--- config.mk ---
export PLATFORM = sky130hd
export DESIGN_NAME = stack_xfer_seq
export DESIGN_NICKNAME = d
export VERILOG_FILES = /design/src/rtl/stack_xfer_pkg.sv /design/src/rtl/stack_xfer_sp.sv /design/src/rtl/stack_xfer_memport.sv /design/src/rtl/stack_xfer_seq.sv
export SDC_FILE = /design/constraint.sdc
export NUM_CORES = 1
export LEC_CHECK = 0
export ABC_AREA = 1
export BUFFER_PORTS_ARGS = -buffer_cell sky130_fd_sc_hd__buf_4
export CORE_ASPECT_RATIO = 0.7
export CORE_MARGIN = 3
export CORE_UTILIZATION = 50
export DETAILED_ROUTE_END_ITERATION = 8
export GPL_ROUTABILITY_DRIVEN = 1
export PLACE_DENSITY = 0.78
export SETUP_SLACK_MARGIN = 0.05
export SYNTH_ARGS = -nofsm -noshare
export SYNTH_HDL_FRONTEND = slang
export SYNTH_HIERARCHICAL = 1
export SYNTH_SLANG_ARGS = --single-unit
--- constraint.sdc ---
create_clock -name clk -period 6.5 [get_ports clk]
set_clock_uncertainty 0.15 [all_clocks]
set_input_delay 0.65 -clock clk [delete_from_list [all_inputs] [get_ports clk]]
set_output_delay 0.65 -clock clk [all_outputs]
set_load 0.01 [all_outputs]
--- src/rtl/stack_xfer_pkg.sv ---
package stack_xfer_pkg;
  typedef enum logic [1:0] {
    OP_XFER = 2'd0,
    OP_PUSH = 2'd1,
    OP_POP  = 2'd2,
    OP_NONE = 2'd3
  } sx_op_e;

  typedef enum logic [2:0] {
    ST_IDLE,
    ST_IMM,
    ST_STORE,
    ST_POP,
    ST_RET
  } sx_state_e;

  typedef enum logic [1:0] {
    SPA_HOLD,
    SPA_UP,
    SPA_DOWN
  } sx_spadj_e;
endpackage

--- src/rtl/stack_xfer_sp.sv ---
module stack_xfer_sp
  import stack_xfer_pkg::*;
#(
  parameter int          DW       = 32,
  parameter logic [DW-1:0] SP_RESET = '0
) (
  input  logic            clk,
  input  logic            rst,
  input  sx_spadj_e       adj,
  input  logic [DW-1:0]   amt,
  output logic [DW-1:0]   sp_q,
  output logic [DW-1:0]   sp_up
);
  // upward move by a variable amount, downward always by one word
  assign sp_up = sp_q + amt;

  always_ff @(posedge clk) begin
    if (rst) begin
      sp_q <= SP_RESET;
    end else begin
      case (adj)
        SPA_UP:   sp_q <= sp_up;
        SPA_DOWN: sp_q <= sp_q - DW'(1);
        default:  sp_q <= sp_q;
      endcase
    end
  end
endmodule

--- src/rtl/stack_xfer_memport.sv ---
module stack_xfer_memport #(
  parameter int DW = 32
) (
  input  logic          clk,
  input  logic          rst,
  input  logic          go,
  input  logic          go_we,
  input  logic [DW-1:0] go_addr,
  input  logic [DW-1:0] go_wdata,
  output logic          mem_req,
  output logic          mem_we,
  output logic [DW-1:0] mem_addr,
  output logic [DW-1:0] mem_wdata,
  input  logic          mem_ready,
  output logic          xfer_done
);
  assign xfer_done = mem_req && mem_ready;

  always_ff @(posedge clk) begin
    if (rst) begin
      mem_req   <= 1'b0;
      mem_we    <= 1'b0;
      mem_addr  <= '0;
      mem_wdata <= '0;
    end else if (go) begin
      mem_req   <= 1'b1;
      mem_we    <= go_we;
      mem_addr  <= go_addr;
      mem_wdata <= go_wdata;
    end else if (xfer_done) begin
      mem_req   <= 1'b0;
    end
  end

  // a stalled request keeps its contents
  a_r3_hold_request: assert property (@(posedge clk) disable iff (rst)
    (mem_req && !mem_ready) |=> (mem_req && $stable(mem_addr) &&
                                 $stable(mem_we) && $stable(mem_wdata)));
endmodule

--- src/rtl/stack_xfer_seq.sv ---
module stack_xfer_seq
  import stack_xfer_pkg::*;
#(
  parameter int            DW       = 32,
  parameter int            RIDX_W   = 5,
  parameter logic [DW-1:0] SP_RESET = 32'h0000_1000
) (
  input  logic              clk,
  input  logic              rst,
  input  logic              cmd_valid,
  input  logic [1:0]        cmd_op,
  input  logic [2:0]        cmd_ext,
  input  logic [RIDX_W-1:0] cmd_field,
  input  logic [DW-1:0]     pc_i,
  output logic              busy,
  output logic              pc_we,
  output logic [DW-1:0]     pc_wdata,
  output logic [RIDX_W-1:0] rf_ridx,
  input  logic [DW-1:0]     rf_rdata,
  output logic              rf_we,
  output logic [RIDX_W-1:0] rf_widx,
  output logic [DW-1:0]     rf_wdata,
  output logic              mem_req,
  output logic              mem_we,
  output logic [DW-1:0]     mem_addr,
  output logic [DW-1:0]     mem_wdata,
  input  logic [DW-1:0]     mem_rdata,
  input  logic              mem_ready,
  output logic [DW-1:0]     sp_o
);
  localparam logic [DW-1:0] ONE = DW'(1);

  sx_state_e           state;
  sx_op_e              op_q;
  logic [1:0]          ext_q;
  logic [RIDX_W-1:0]   field_q;
  logic [DW-1:0]       pc_q;
  logic [DW-1:0]       val_q;

  sx_op_e              cmd_kind;
  sx_spadj_e           sp_adj;
  logic [DW-1:0]       sp_amt;
  logic [DW-1:0]       sp_up;
  logic                go, go_we, xfer_done;
  logic [DW-1:0]       go_addr, go_wdata;
  logic                accept;

  assign cmd_kind = sx_op_e'(cmd_op);
  assign accept   = cmd_valid && (state == ST_IDLE);
  assign rf_ridx  = cmd_field;

  stack_xfer_sp #(.DW(DW), .SP_RESET(SP_RESET)) sp_i (
    .clk(clk), .rst(rst), .adj(sp_adj), .amt(sp_amt),
    .sp_q(sp_o), .sp_up(sp_up)
  );

  stack_xfer_memport #(.DW(DW)) mp_i (
    .clk(clk), .rst(rst), .go(go), .go_we(go_we), .go_addr(go_addr),
    .go_wdata(go_wdata), .mem_req(mem_req), .mem_we(mem_we),
    .mem_addr(mem_addr), .mem_wdata(mem_wdata), .mem_ready(mem_ready),
    .xfer_done(xfer_done)
  );

  // request issue and stack-pointer moves
  always_comb begin
    go       = 1'b0;
    go_we    = 1'b0;
    go_addr  = '0;
    go_wdata = '0;
    sp_adj   = SPA_HOLD;
    sp_amt   = '0;
    case (state)
      ST_IDLE: begin
        if (cmd_valid) begin
          case (cmd_kind)
            OP_XFER: begin
              if (!cmd_ext[0]) begin
                // return: raise by discard count plus one, then load
                sp_adj  = SPA_UP;
                sp_amt  = DW'(cmd_field) + ONE;
                go      = 1'b1;
                go_addr = sp_up;
              end else if (!cmd_ext[2]) begin
                go      = 1'b1;
                go_addr = pc_i;
              end else if (cmd_ext[1]) begin
                go       = 1'b1;
                go_we    = 1'b1;
                go_addr  = sp_o;
                go_wdata = pc_i;
              end
            end
            OP_PUSH: begin
              go = 1'b1;
              if (cmd_ext[0]) begin
                go_addr = pc_i;
              end else begin
                go_we    = 1'b1;
                go_addr  = sp_o;
                go_wdata = rf_rdata;
              end
            end
            OP_POP: begin
              sp_adj  = SPA_UP;
              sp_amt  = ONE;
              go      = 1'b1;
              go_addr = sp_up;
            end
            default: ;
          endcase
        end
      end
      ST_IMM: begin
        if (xfer_done) begin
          if (op_q == OP_PUSH) begin
            go       = 1'b1;
            go_we    = 1'b1;
            go_addr  = sp_o;
            go_wdata = mem_rdata;
          end else if (ext_q[1]) begin
            go       = 1'b1;
            go_we    = 1'b1;
            go_addr  = sp_o;
            go_wdata = pc_q + ONE;
          end
        end
      end
      ST_STORE: begin
        if (xfer_done) sp_adj = SPA_DOWN;
      end
      default: ;
    endcase
  end

  // sequence state and registered write pulses
  always_ff @(posedge clk) begin
    if (rst) begin
      state    <= ST_IDLE;
      busy     <= 1'b0;
      pc_we    <= 1'b0;
      pc_wdata <= '0;
      rf_we    <= 1'b0;
      rf_widx  <= '0;
      rf_wdata <= '0;
      op_q     <= OP_NONE;
      ext_q    <= '0;
      field_q  <= '0;
      pc_q     <= '0;
      val_q    <= '0;
    end else begin
      pc_we <= 1'b0;
      rf_we <= 1'b0;
      case (state)
        ST_IDLE: begin
          if (accept) begin
            op_q    <= cmd_kind;
            ext_q   <= cmd_ext[1:0];
            field_q <= cmd_field;
            pc_q    <= pc_i;
            val_q   <= rf_rdata;
            case (cmd_kind)
              OP_XFER: begin
                if (!cmd_ext[0]) begin
                  state <= ST_RET;
                  busy  <= 1'b1;
                end else if (!cmd_ext[2]) begin
                  state <= ST_IMM;
                  busy  <= 1'b1;
                end else if (cmd_ext[1]) begin
                  state <= ST_STORE;
                  busy  <= 1'b1;
                end else begin
                  pc_we    <= 1'b1;
                  pc_wdata <= rf_rdata;
                end
              end
              OP_PUSH: begin
                state <= cmd_ext[0] ? ST_IMM : ST_STORE;
                busy  <= 1'b1;
              end
              OP_POP: begin
                state <= ST_POP;
                busy  <= 1'b1;
              end
              default: ;
            endcase
          end
        end
        ST_IMM: begin
          if (xfer_done) begin
            val_q <= mem_rdata;
            if (op_q == OP_PUSH || ext_q[1]) begin
              state <= ST_STORE;
            end else begin
              pc_we    <= 1'b1;
              pc_wdata <= mem_rdata;
              state    <= ST_IDLE;
              busy     <= 1'b0;
            end
          end
        end
        ST_STORE: begin
          if (xfer_done) begin
            if (op_q == OP_XFER) begin
              pc_we    <= 1'b1;
              pc_wdata <= val_q;
            end else if (ext_q[0]) begin
              pc_we    <= 1'b1;
              pc_wdata <= pc_q + ONE;
            end
            state <= ST_IDLE;
            busy  <= 1'b0;
          end
        end
        ST_RET: begin
          if (xfer_done) begin
            pc_we    <= 1'b1;
            pc_wdata <= mem_rdata;
            state    <= ST_IDLE;
            busy     <= 1'b0;
          end
        end
        ST_POP: begin
          if (xfer_done) begin
            rf_we    <= 1'b1;
            rf_widx  <= field_q;
            rf_wdata <= mem_rdata;
            state    <= ST_IDLE;
            busy     <= 1'b0;
          end
        end
        default: begin
          state <= ST_IDLE;
          busy  <= 1'b0;
        end
      endcase
    end
  end

  // memory traffic only inside a busy sequence
  a_r13_req_inside_busy: assert property (@(posedge clk) disable iff (rst)
    mem_req |-> busy);

  // register writes only finish a pop, never with a PC write
  a_r12_rf_only_from_pop: assert property (@(posedge clk) disable iff (rst)
    rf_we |-> ($past(state) == ST_POP));
  a_r12_no_dual_write: assert property (@(posedge clk) disable iff (rst)
    !(pc_we && rf_we));

  // a completed store is followed by a one-word descent
  a_r8_store_then_down: assert property (@(posedge clk) disable iff (rst)
    (state == ST_STORE && xfer_done) |=> (sp_o == $past(sp_o) - ONE));

  // loads from the stack use the already adjusted pointer
  a_r10_load_at_new_sp: assert property (@(posedge clk) disable iff (rst)
    ((state == ST_POP || state == ST_RET) && mem_req) |-> (mem_addr == sp_o));
endmodule

==> run metrics <==
outcome finished, final reports clean; antenna viol nets, final 0; Placed Cells between 3000 and 4000; CP Launch Type register; crit end category register; die area 0.0359 mm2; final setup TNS 0 ns; Post-Synth Simple-Gate Area between 30% and 40%; Max Freq roughly 230 MHz; Tmin final 4.44 ns; mux cell area share after synthesis 0%; most common cell after layout, fill and taps aside nand2_1; Mean Syn Cell Area a little under 6 um2; count of final hold-check violations 0; P per Cell Area 369 mW/mm2; initial cell density of the core 51.4%; area of the multi-input gates approximately 0.010 mm2; Core Footprint 0.0327 mm2; vias in the first global route ~18000; # DRC 0; CP Class register to register; Iteration-0 DRC Markers 3041; layout cells sized above 1 a little over an eighth; FFs w/ async S/R, synth 0%; ys flop type dfxtp_1; via/cell ratio around 5.8; CTS root buf clkbuf_16; Clk pin slew, worst setup/hold paths around 0.060 ns; pin count of the biggest net entering global routing between 100 and 150; CP top delay family simple AND/OR/NAND/NOR gates; GRT overflow 0; crit path max fanout between 60 and 70; Tot Pwr 0.00736 W; CTS H-Tree Depth 1; area leader, netlist dfxtp_1; leak pwr between 10 and 15 nW; clock buffer depth 3; EDFF count, synth 0; Pre-Repair DR Iteration Count 6; PortBufs roughly 280; Post-Synth Adder-Cell Area between 3 and 4%; area of the mapped netlist between 0.015 and 0.02 mm2; crit path from state[0]; hold_buf cts 0; Die Ht around 160 um; Layout area overhead 18.8%; hold_sp mem_ready; post-synthesis sequential area ratio between 20 and 30%; GPL Wtd Cong roughly 1; crit path DAT approximately 4.8 ns; FP Rows 55; CP bufs+invs 5; Storage cell area slightly below 0.005 mm2; Clock Latency Late Sink about 0.56 ns; Tcrit/Tclk final between 60 and 70%; largest family of logic cells by synthesized area simple AND/OR/NAND/NOR gates; reg2reg start state[0]; min-delay worst type primary input to register; Ports around 290; Vias a little over 20000; Num CTS Buffers 26; Post-CTS Resized 0; dominant cells by area after synthesis dfxtp_1 (29%), nand2_1 (17%), o21ai_0 (8.6%); Slew HR ~18%; Worst path max stage delay roughly 0.47 ns; Post-layout nets around 3200; most frequent cells in the layout nand2_1 (780), nor2_1 (379), inv_1 (338); Max Cap Violations 0; worst-margin pin slew approximately 1.2 ns; Slew Limit Fails 0; Mapped Cells 2846; clock sink count roughly 250; CP most frequent cell inv_1; Synth Area in Compound Gates 20.5%; TritonCTS clock tree done; GRT Util Overall between 30% and 40%; first-pass GRT wire length 109000 um; Fillers about 3200; final setup fails 0; setup bufs post-CTS 0; yosys warns 6; setup repair after global routing missed its margin false; DRT Wirelength about 73000 um; Die X-Extent about 230 um; Max VDD drop ~0.26 mV; Synth top area share slightly below 30%; crit-path cells nor2_2, nand2_4, nor2_4, buf_4, inv_1, nor2_1, o21a_1, ha_1, inv_1, fa_1, inv_1, nand3_1, nand3_1, nand2_1, nand2_1, nand2_1, nand2_2, xor2_1, inv_1, o22ai_1, a21oi_1, o21ai_0, nor2_1, nor2_1; CP max-delay cell buf_4; DR WL/cell about 21 um; HPWL after DPL between 50000 and 60000 um; initial antenna violation count 4; Final Non-Filler Cells approximately 3500; post-synth cell types 54; Synth Area in XOR/XNOR under 10%; CP required ~6.8 ns; flops & latches, synth 246
## layer usage
layer,GRT usage (%),routed length (um),vias to the layer above
met5,0,7,-
met4,8.08,1800,2
met3,12.3,10600,144
met2,52.6,28100,1367
met1,60.2,32700,9342
li1,-,-,9502
## layout make-up
cell class,count,share of cell area [%]
Multi-Input combinational cell,2133,50.2
Clock buffer,39,3.86
Timing Repair Buffer,303,11.4
Inverter,350,6.59
Antenna cell,2,0.0251
Clock inverter,8,0.621
Sequential cell,246,24.7
Tap cell,427,2.68
## state kept, by name, indices dropped and copies added (netlist names), 3 cells and up
signal / cells
sp_i/sp_q: 32
val_q: 32
rf_wdata: 32
mp_i/mem_wdata: 32
rf_widx: 5
mp_i/mem_addr: 32
state: 3
field_q: 5
pc_q: 32
pc_wdata: 32
## power by group
| group | internal [W] | leakage (nW) | switching [W] | total [W] |
|---|---|---|---|---|
| Combinational | 0.00111 | 7.66 | 0.00240 | 0.00352 |
| Clock | 0.000939 | 0.437 | 0.000680 | 0.00162 |
| Sequential | 0.00190 | 2.01 | 0.000326 | 0.00222 |
## Yosys cell counts, types with 12 or more instances
cell      count
o22ai_1      53
nor2_2       20
o21ai_0     289
o21ai_1      20
buf_2        41
nor3_1       18
nand3_1     143
xnor2_1      12
nor2_1      381
nand2_1     780
inv_1       339
a22oi_1      15
xor2_1       23
clkbuf_1     76
ha_1         39
dfxtp_1     246
a21oi_1     241
## through the flow
step	hold slack, ns	utilization, %	area (um2)	setup slack, ns
6_report	0.225	61.1	20000	2.06
5_1_grt	0.244	61.0	20000	1.67
4_1_cts	0.220	61.0	20000	2.16
3_5_place_dp	0.298	58.3	19100	2.06
3_3_place_gp	0.280	58.3	19100	2.27
2_1_floorplan	0.270	-	16900	2.80
## path summary, 6_finish.rpt
| check | to | slack, ns | cells past startpoint |
|---|---|---|---|
| worst max register to register | mp_i/mem_addr[14] | 2.06 | 24 |
| worst min register to register | val_q[10] | 0.31 | 2 |
| worst max-delay path | mp_i/mem_addr[14] | 2.06 | 24 |
| worst min-delay path | mp_i/mem_req | 0.22 | 4 |
## tightest hold or removal path: stages
cell	delay, ns
buf_4	0.08
inv_1	0.03
nand2_1	0.07
a21oi_2	0.05
## cells by family (layout without fill, tap and decap cells)
| kind of cell | count (synthesis) | in the layout |
|---|---|---|
| adder cells (fa/ha/maj) | 40 | 40 |
| other | 1 | 28 |
| buffers and inverters | 492 | 700 |
| XOR/XNOR | 36 | 36 |
| AND/OR/NAND/NOR | 1382 | 1382 |
| AO/OA/AOI/OAI | 649 | 649 |
| flip-flops | 246 | 246 |
Power figures use the tool's default switching activity.
